==> src/rtl/csk_pkg.sv <==
package csk_pkg;

  typedef enum logic {
    CARRY_FROM_CHAIN  = 1'b0,
    CARRY_FROM_BYPASS = 1'b1
  } carry_src_e;

  function automatic logic pick_carry(carry_src_e src, logic c_enter, logic c_chain);
    return (src == CARRY_FROM_BYPASS) ? c_enter : c_chain;
  endfunction

endpackage

==> src/rtl/csk_bit_cond.sv <==
module csk_bit_cond #(
  parameter int WIDTH = 32
) (
  input  logic [WIDTH-1:0] a,
  input  logic [WIDTH-1:0] b,
  output logic [WIDTH-1:0] pass_v,
  output logic [WIDTH-1:0] make_v
);
  // per-bit pass and create conditions
  assign pass_v = a ^ b;
  assign make_v = a & b;
endmodule

==> src/rtl/csk_ripple_group.sv <==
module csk_ripple_group #(
  parameter int GRP = 4
) (
  input  logic [GRP-1:0] pass_v,
  input  logic [GRP-1:0] make_v,
  input  logic           c_enter,
  output logic [GRP-1:0] s,
  output logic           c_chain
);
  always_comb begin
    logic c;
    c = c_enter;
    for (int i = 0; i < GRP; i++) begin
      s[i] = pass_v[i] ^ c;
      c    = make_v[i] | (pass_v[i] & c);
    end
    c_chain = c;
  end
endmodule

==> src/rtl/csk_bypass_sel.sv <==
module csk_bypass_sel
  import csk_pkg::*;
#(
  parameter int GRP       = 4,
  parameter bit BYPASS_EN = 1'b1
) (
  input  logic [GRP-1:0] pass_v,
  input  logic           c_enter,
  input  logic           c_chain,
  output logic           all_pass,
  output logic           c_leave
);
  assign all_pass = &pass_v;

  generate
    if (BYPASS_EN) begin : g_bypass
      carry_src_e src;
      assign src     = all_pass ? CARRY_FROM_BYPASS : CARRY_FROM_CHAIN;
      assign c_leave = pick_carry(src, c_enter, c_chain);
    end else begin : g_plain
      assign c_leave = pick_carry(CARRY_FROM_CHAIN, c_enter, c_chain);
    end
  endgenerate
endmodule

==> src/rtl/csk_adder.sv <==
module csk_adder #(
  parameter int WIDTH     = 32,
  parameter int GRP       = 4,
  parameter bit BYPASS_EN = 1'b1
) (
  input  logic [WIDTH-1:0] a,
  input  logic [WIDTH-1:0] b,
  input  logic             cin,
  output logic [WIDTH-1:0] sum,
  output logic             cout
);
  localparam int NGRP = WIDTH / GRP;

  // slice size must divide the width
  if ((WIDTH % GRP) != 0) begin : g_bad_cfg
    $error("csk_adder: WIDTH must be a multiple of GRP");
  end

  logic [WIDTH-1:0] pass_v;
  logic [WIDTH-1:0] make_v;

  csk_bit_cond #(.WIDTH(WIDTH)) u_cond (
    .a(a), .b(b), .pass_v(pass_v), .make_v(make_v)
  );

  for (genvar gi = 0; gi < NGRP; gi++) begin : g_grp
    logic [GRP-1:0] p_w;
    logic [GRP-1:0] g_w;
    logic           c_enter_w;
    logic           c_chain_w;
    logic           all_pass_w;
    logic           c_leave_w;

    assign p_w = pass_v[gi*GRP +: GRP];
    assign g_w = make_v[gi*GRP +: GRP];

    if (gi == 0) begin : g_first
      assign c_enter_w = cin;
    end else begin : g_next
      assign c_enter_w = g_grp[gi-1].c_leave_w;
    end

    csk_ripple_group #(.GRP(GRP)) u_chain (
      .pass_v(p_w), .make_v(g_w), .c_enter(c_enter_w),
      .s(sum[gi*GRP +: GRP]), .c_chain(c_chain_w)
    );

    csk_bypass_sel #(.GRP(GRP), .BYPASS_EN(BYPASS_EN)) u_sel (
      .pass_v(p_w), .c_enter(c_enter_w), .c_chain(c_chain_w),
      .all_pass(all_pass_w), .c_leave(c_leave_w)
    );

    always_comb begin
      if (all_pass_w)
        a_r3_bypass_keeps_carry: assert (c_leave_w == c_enter_w)
          else $error("R3: fully passing slice %0d changed its carry", gi);
      if (!all_pass_w)
        a_r4_blocked_uses_chain: assert (c_leave_w == c_chain_w)
          else $error("R4: blocked slice %0d did not use chain carry", gi);
      if (|g_w)
        a_r5_create_blocks_bypass: assert (!all_pass_w)
          else $error("R5: slice %0d bypassed with a created carry", gi);
    end
  end

  assign cout = g_grp[NGRP-1].c_leave_w;

  always_comb begin
    a_r1_total_matches: assert ({cout, sum} ==
        ({1'b0, a} + {1'b0, b} + {{WIDTH{1'b0}}, cin}))
      else $error("R1: adder result mismatch");
  end
endmodule

==> config.mk <==
export PLATFORM = sky130hd
export DESIGN_NAME = csk_adder
export DESIGN_NICKNAME = d
export VERILOG_FILES = /design/src/rtl/csk_pkg.sv /design/src/rtl/csk_bit_cond.sv /design/src/rtl/csk_ripple_group.sv /design/src/rtl/csk_bypass_sel.sv /design/src/rtl/csk_adder.sv
export SDC_FILE = /design/constraint.sdc
export NUM_CORES = 1
export LEC_CHECK = 0
export ABC_AREA = 1
export BUFFER_PORTS_ARGS = -buffer_cell sky130_fd_sc_hd__buf_2
export CAP_MARGIN = 20
export CORE_UTILIZATION = 43
export DETAILED_ROUTE_END_ITERATION = 10
export PLACE_DENSITY_LB_ADDON = 0.12
export SKIP_LAST_GASP = 1
export SYNTH_ARGS = -nofsm -noshare
export SYNTH_HDL_FRONTEND = slang
export SYNTH_SLANG_ARGS = --single-unit
==> constraint.sdc <==
create_clock -name vclk -period 34.4
set_clock_uncertainty 0.2 [all_clocks]
set_input_delay 6.88 -clock vclk [all_inputs]
set_output_delay 6.88 -clock vclk [all_outputs]
set_load 0.02 [all_outputs]
# Word-level counts from Yosys, hierarchy flattened
# Cells that the tools add are included.
# totals
register_bits,0
input_bits,65
out_inout_bits,33
elab_cells,122
# classes
muxes,16
bitwise_logic,98
reduce_logical,8
# op_table
operator,n
bitwise AND 1 bit,32
bitwise AND 32 bit,1
OR 1 bit,32
AND reduction 4 bit,8
XOR 1 bit,32
XOR 32 bit,1
two-way mux 1 bit,16

# Longest topological paths before layout
# logic_depth
ltp_word,73
depth_mapped,52
mapped_depth_nobuf,52

# By module
# A second synthesis with hierarchy kept.
# hier_totals
cells_unflattened,208
hier_area_um2,1371.3
# modules_own_cells
module,instances,cells_each,area_each_um2,seq_area_each_um2
csk_ripple_group,8,16,95.1,0.0
csk_bit_cond,1,32,400.4,0.0
csk_bypass_sel,8,6,26.3,0.0

# Worst setup path after synthesis
# No wires, ideal clock.
# synth_timing
path_type,input to output
startpoint,input port a[0]
endpoint,output port sum[31]
arrival_ns,21.166
t_required_ns,27.320
setup_slack_ns,6.154
cell_stages,51
n_path_buf,0
path_cell_list,inv_1 -> fa_1 -> inv_1 -> fa_1 -> fa_1 -> fa_1 -> o21bai_2 -> and2_2 -> fa_1 -> fa_1 -> fa_1 -> fa_1 -> o21ai_1 -> and2_1 -> inv_1 -> fa_1 -> fa_1 -> fa_1 -> [15 not listed] -> fa_1 -> fa_1 -> fa_1 -> fa_1 -> nand2_1 -> nand2_1 -> fa_1 -> fa_1 -> fa_1 -> fa_1 -> or2_2 -> and2_1 -> fa_1 -> fa_1 -> fa_1 -> inv_1 -> fa_1 -> inv_1
# synth_between
elab_chain_len,71
elab_cells_between_ends,74
cone_classes,mux: 8; bitwise: 65; reduce/logical: 1
# synth_rtl
item,line_no,text
"start, declared",csk_adder.sv:6,"input logic [WIDTH-1:0] a,"
XOR 32 bit,csk_bit_cond.sv:10,assign pass_v = a ^ b;
bitwise AND 1 bit,csk_ripple_group.sv:15,c = make_v[i] | (pass_v[i] & c);
OR 1 bit,csk_ripple_group.sv:15,
bitwise AND 1 bit,csk_ripple_group.sv:15,
OR 1 bit,csk_ripple_group.sv:15,
bitwise AND 1 bit,csk_ripple_group.sv:15,
OR 1 bit,csk_ripple_group.sv:15,
bitwise AND 1 bit,csk_ripple_group.sv:15,
[55 not listed],n/a,
two-way mux 1 bit (*),csk_pkg.sv:9,return (src == CARRY_FROM_BYPASS) ? c_enter : c_chain;
bitwise AND 1 bit (*),csk_ripple_group.sv:15,
OR 1 bit (*),csk_ripple_group.sv:15,
bitwise AND 1 bit (*),csk_ripple_group.sv:15,
OR 1 bit (*),csk_ripple_group.sv:15,
bitwise AND 1 bit (*),csk_ripple_group.sv:15,
OR 1 bit (*),csk_ripple_group.sv:15,
XOR 1 bit (*),csk_ripple_group.sv:14,s[i] = pass_v[i] ^ c;
"end, declared",csk_adder.sv:9,"output logic [WIDTH-1:0] sum,"
# Mark *: on every way between the ends. The rest lies on a longest branch, timed or not.

# Worst setup path after layout
# Same ends and word-level chain as after synthesis.

==> results.cfg <==
[floorplan]
core_um2 = 2830
die_h_um = 57.5
die_w_um = 57.5
initial_utilization = 0.469
num_rows = 19
ios = 98
dieArea_um2 = 3310

[sta]
period_needed_ns = 29.09
report.final.hold_viol_count = 0
relSlewSlack = 0.872
finalSetupTns_ns = 0
setup_viol = 0
drv_slew = 0
fmaxAchievable_mhz = 34.4
rsz0062_at_grt = false
worst_pin_slew_ns = 0.191
fin_crit_sh = 0.846

[global_routing]
antenna_found_initial = 0
grt_use_total = 0.169
first_global_vias = 1130
grt_start_max_net_pins = 3
grt_pass1_wl_mm = 4.51
grt_overflow = 0

[power]
p_leak_nw = 1.05
vdd_drop_max_uv = 10.2
power_density_nw_per_um2 = 21.2
total_power_mw = 0.0393

[cells_and_area]
finalNonFillerCells = 246
fin_nets = 346
n_antenna_cell = 0
area_growth_pct = 39.9
final_util = 0.656
nFlopsAndLatches = 0
final-seq-area_um2 = 0
nClkBuffers = 0
drive_gt1_frac = 0.512
nFillCells = 249

[synthesis]
yosysTopAreaCell = fa_1
yosysSeqAreaShare = 0
syn-num-nets = 246
synth_area_leaders = fa_1, ha_1, nand3_2, inv_1, nand2_1
synth_top_area_share = 0.483
syn_avg_cell_area_um2 = 11.3
ys_warn_count = 0
synthesis.instances = 117
synth_cell_type_count = 15
synth_common_cells = fa_1, ha_1, inv_1
syn_area_um2 = 1330

[cts]
cts.repair.resized = 0
post_cts_buffers = 0
cts_hold_buf = 0

[setup_path]
slowest_stage = fa_1
arrival_ns = 22.01
path_class = in -> out
cpMostUsedCell = fa_1
end_kind = primary output
critPathRequiredTime_ns = 27.32
startpoint_type = input port
worst_path_largest_cell_delay_ns = 0.42
cp_max_fo = 2

[place]
globalplace.congestion = 0.705
port_buffers = 98
dp.cells = 246
dp_hpwl_mm = 2.67

[status]
violations = DRC
status = finished with violations

[drt]
wl_per_cell_um = 11.0
dr.pass1.iters = 7
num_vias = 1138
drt_iter0_drc = 26
detail_route.vias_per_cell = 4.63
routed_wl_mm = 2.72
drc = 7
antenna_left = 0

[worst_hold_path]
min_path_type = in -> out

[run]
cap_violations = 0
-- power by group --
part | total (mW) | internal (mW) | switching [mW]
registers | 0 | 0 | 0
clock network | 0 | 0 | 0
logic | 0.0393 | 0.0152 | 0.0242
-- critical path, delay by kind of cell --
kind            cells  cell delay, ns
fa+ha+maj          32           12.13
simple gates       12            2.10
buf+inv             7            0.56
compound gates      2            0.34
-- cell type report --
type,count,area [um^2],area share
multi-input combinational,102,1270,0.684
timing repair buffer,98,490,0.264
inverter,15,56.3,0.0303
tap,31,38.8,0.0209
-- layout by cell type (no fill, tap or decap) --
cell type / n
ha_1: 32
nor2_1: 2
nand4_1: 5
nor2_2: 1
and2_2: 1
nand3_1: 1
or2_1: 1
fa_1: 32
buf_2: 98
nand3_2: 6
nand2_1: 12
o21bai_2: 1
and2_1: 4
inv_1: 15
or2_2: 3
o21ai_1: 1
-- path summary, 6_finish.rpt --
| check | startpoint | end | slack [ns] | cells past startpoint |
|---|---|---|---|---|
| setup / recovery | a[0] | sum[31] | 5.31 | 53 |
| hold / removal | b[4] | sum[4] | 13.96 | 3 |
-- cells by family after synthesis --
| family | synth area share |
|---|---|
| AOI/OAI and AO/OA | 0.0123 |
| and+or+nand+nor | 0.160 |
| buffers and inverters | 0.0424 |
| adders and majority gates | 0.785 |
-- layer usage --
layer / global-route usage / share of wire
met1: 0.211 / 0.37
met2: 0.339 / 0.57
met3: 0.00680 / 0.070
met4: 0 / 0
met5: 0 / 0
-- through the flow --
stage / hold WS (ns) / worst slack [ns] / instance area (um^2)
2_1_floorplan: 13.82 / 6.15 / 1330
3_3_place_gp: 13.96 / 5.63 / 1860
3_5_place_dp: 13.96 / 5.27 / 1860
4_1_cts: 13.96 / 5.23 / 1860
5_1_grt: 13.98 / 4.69 / 1860
6_report: 13.96 / 5.31 / 1860
Power figures use the tool's default switching activity.
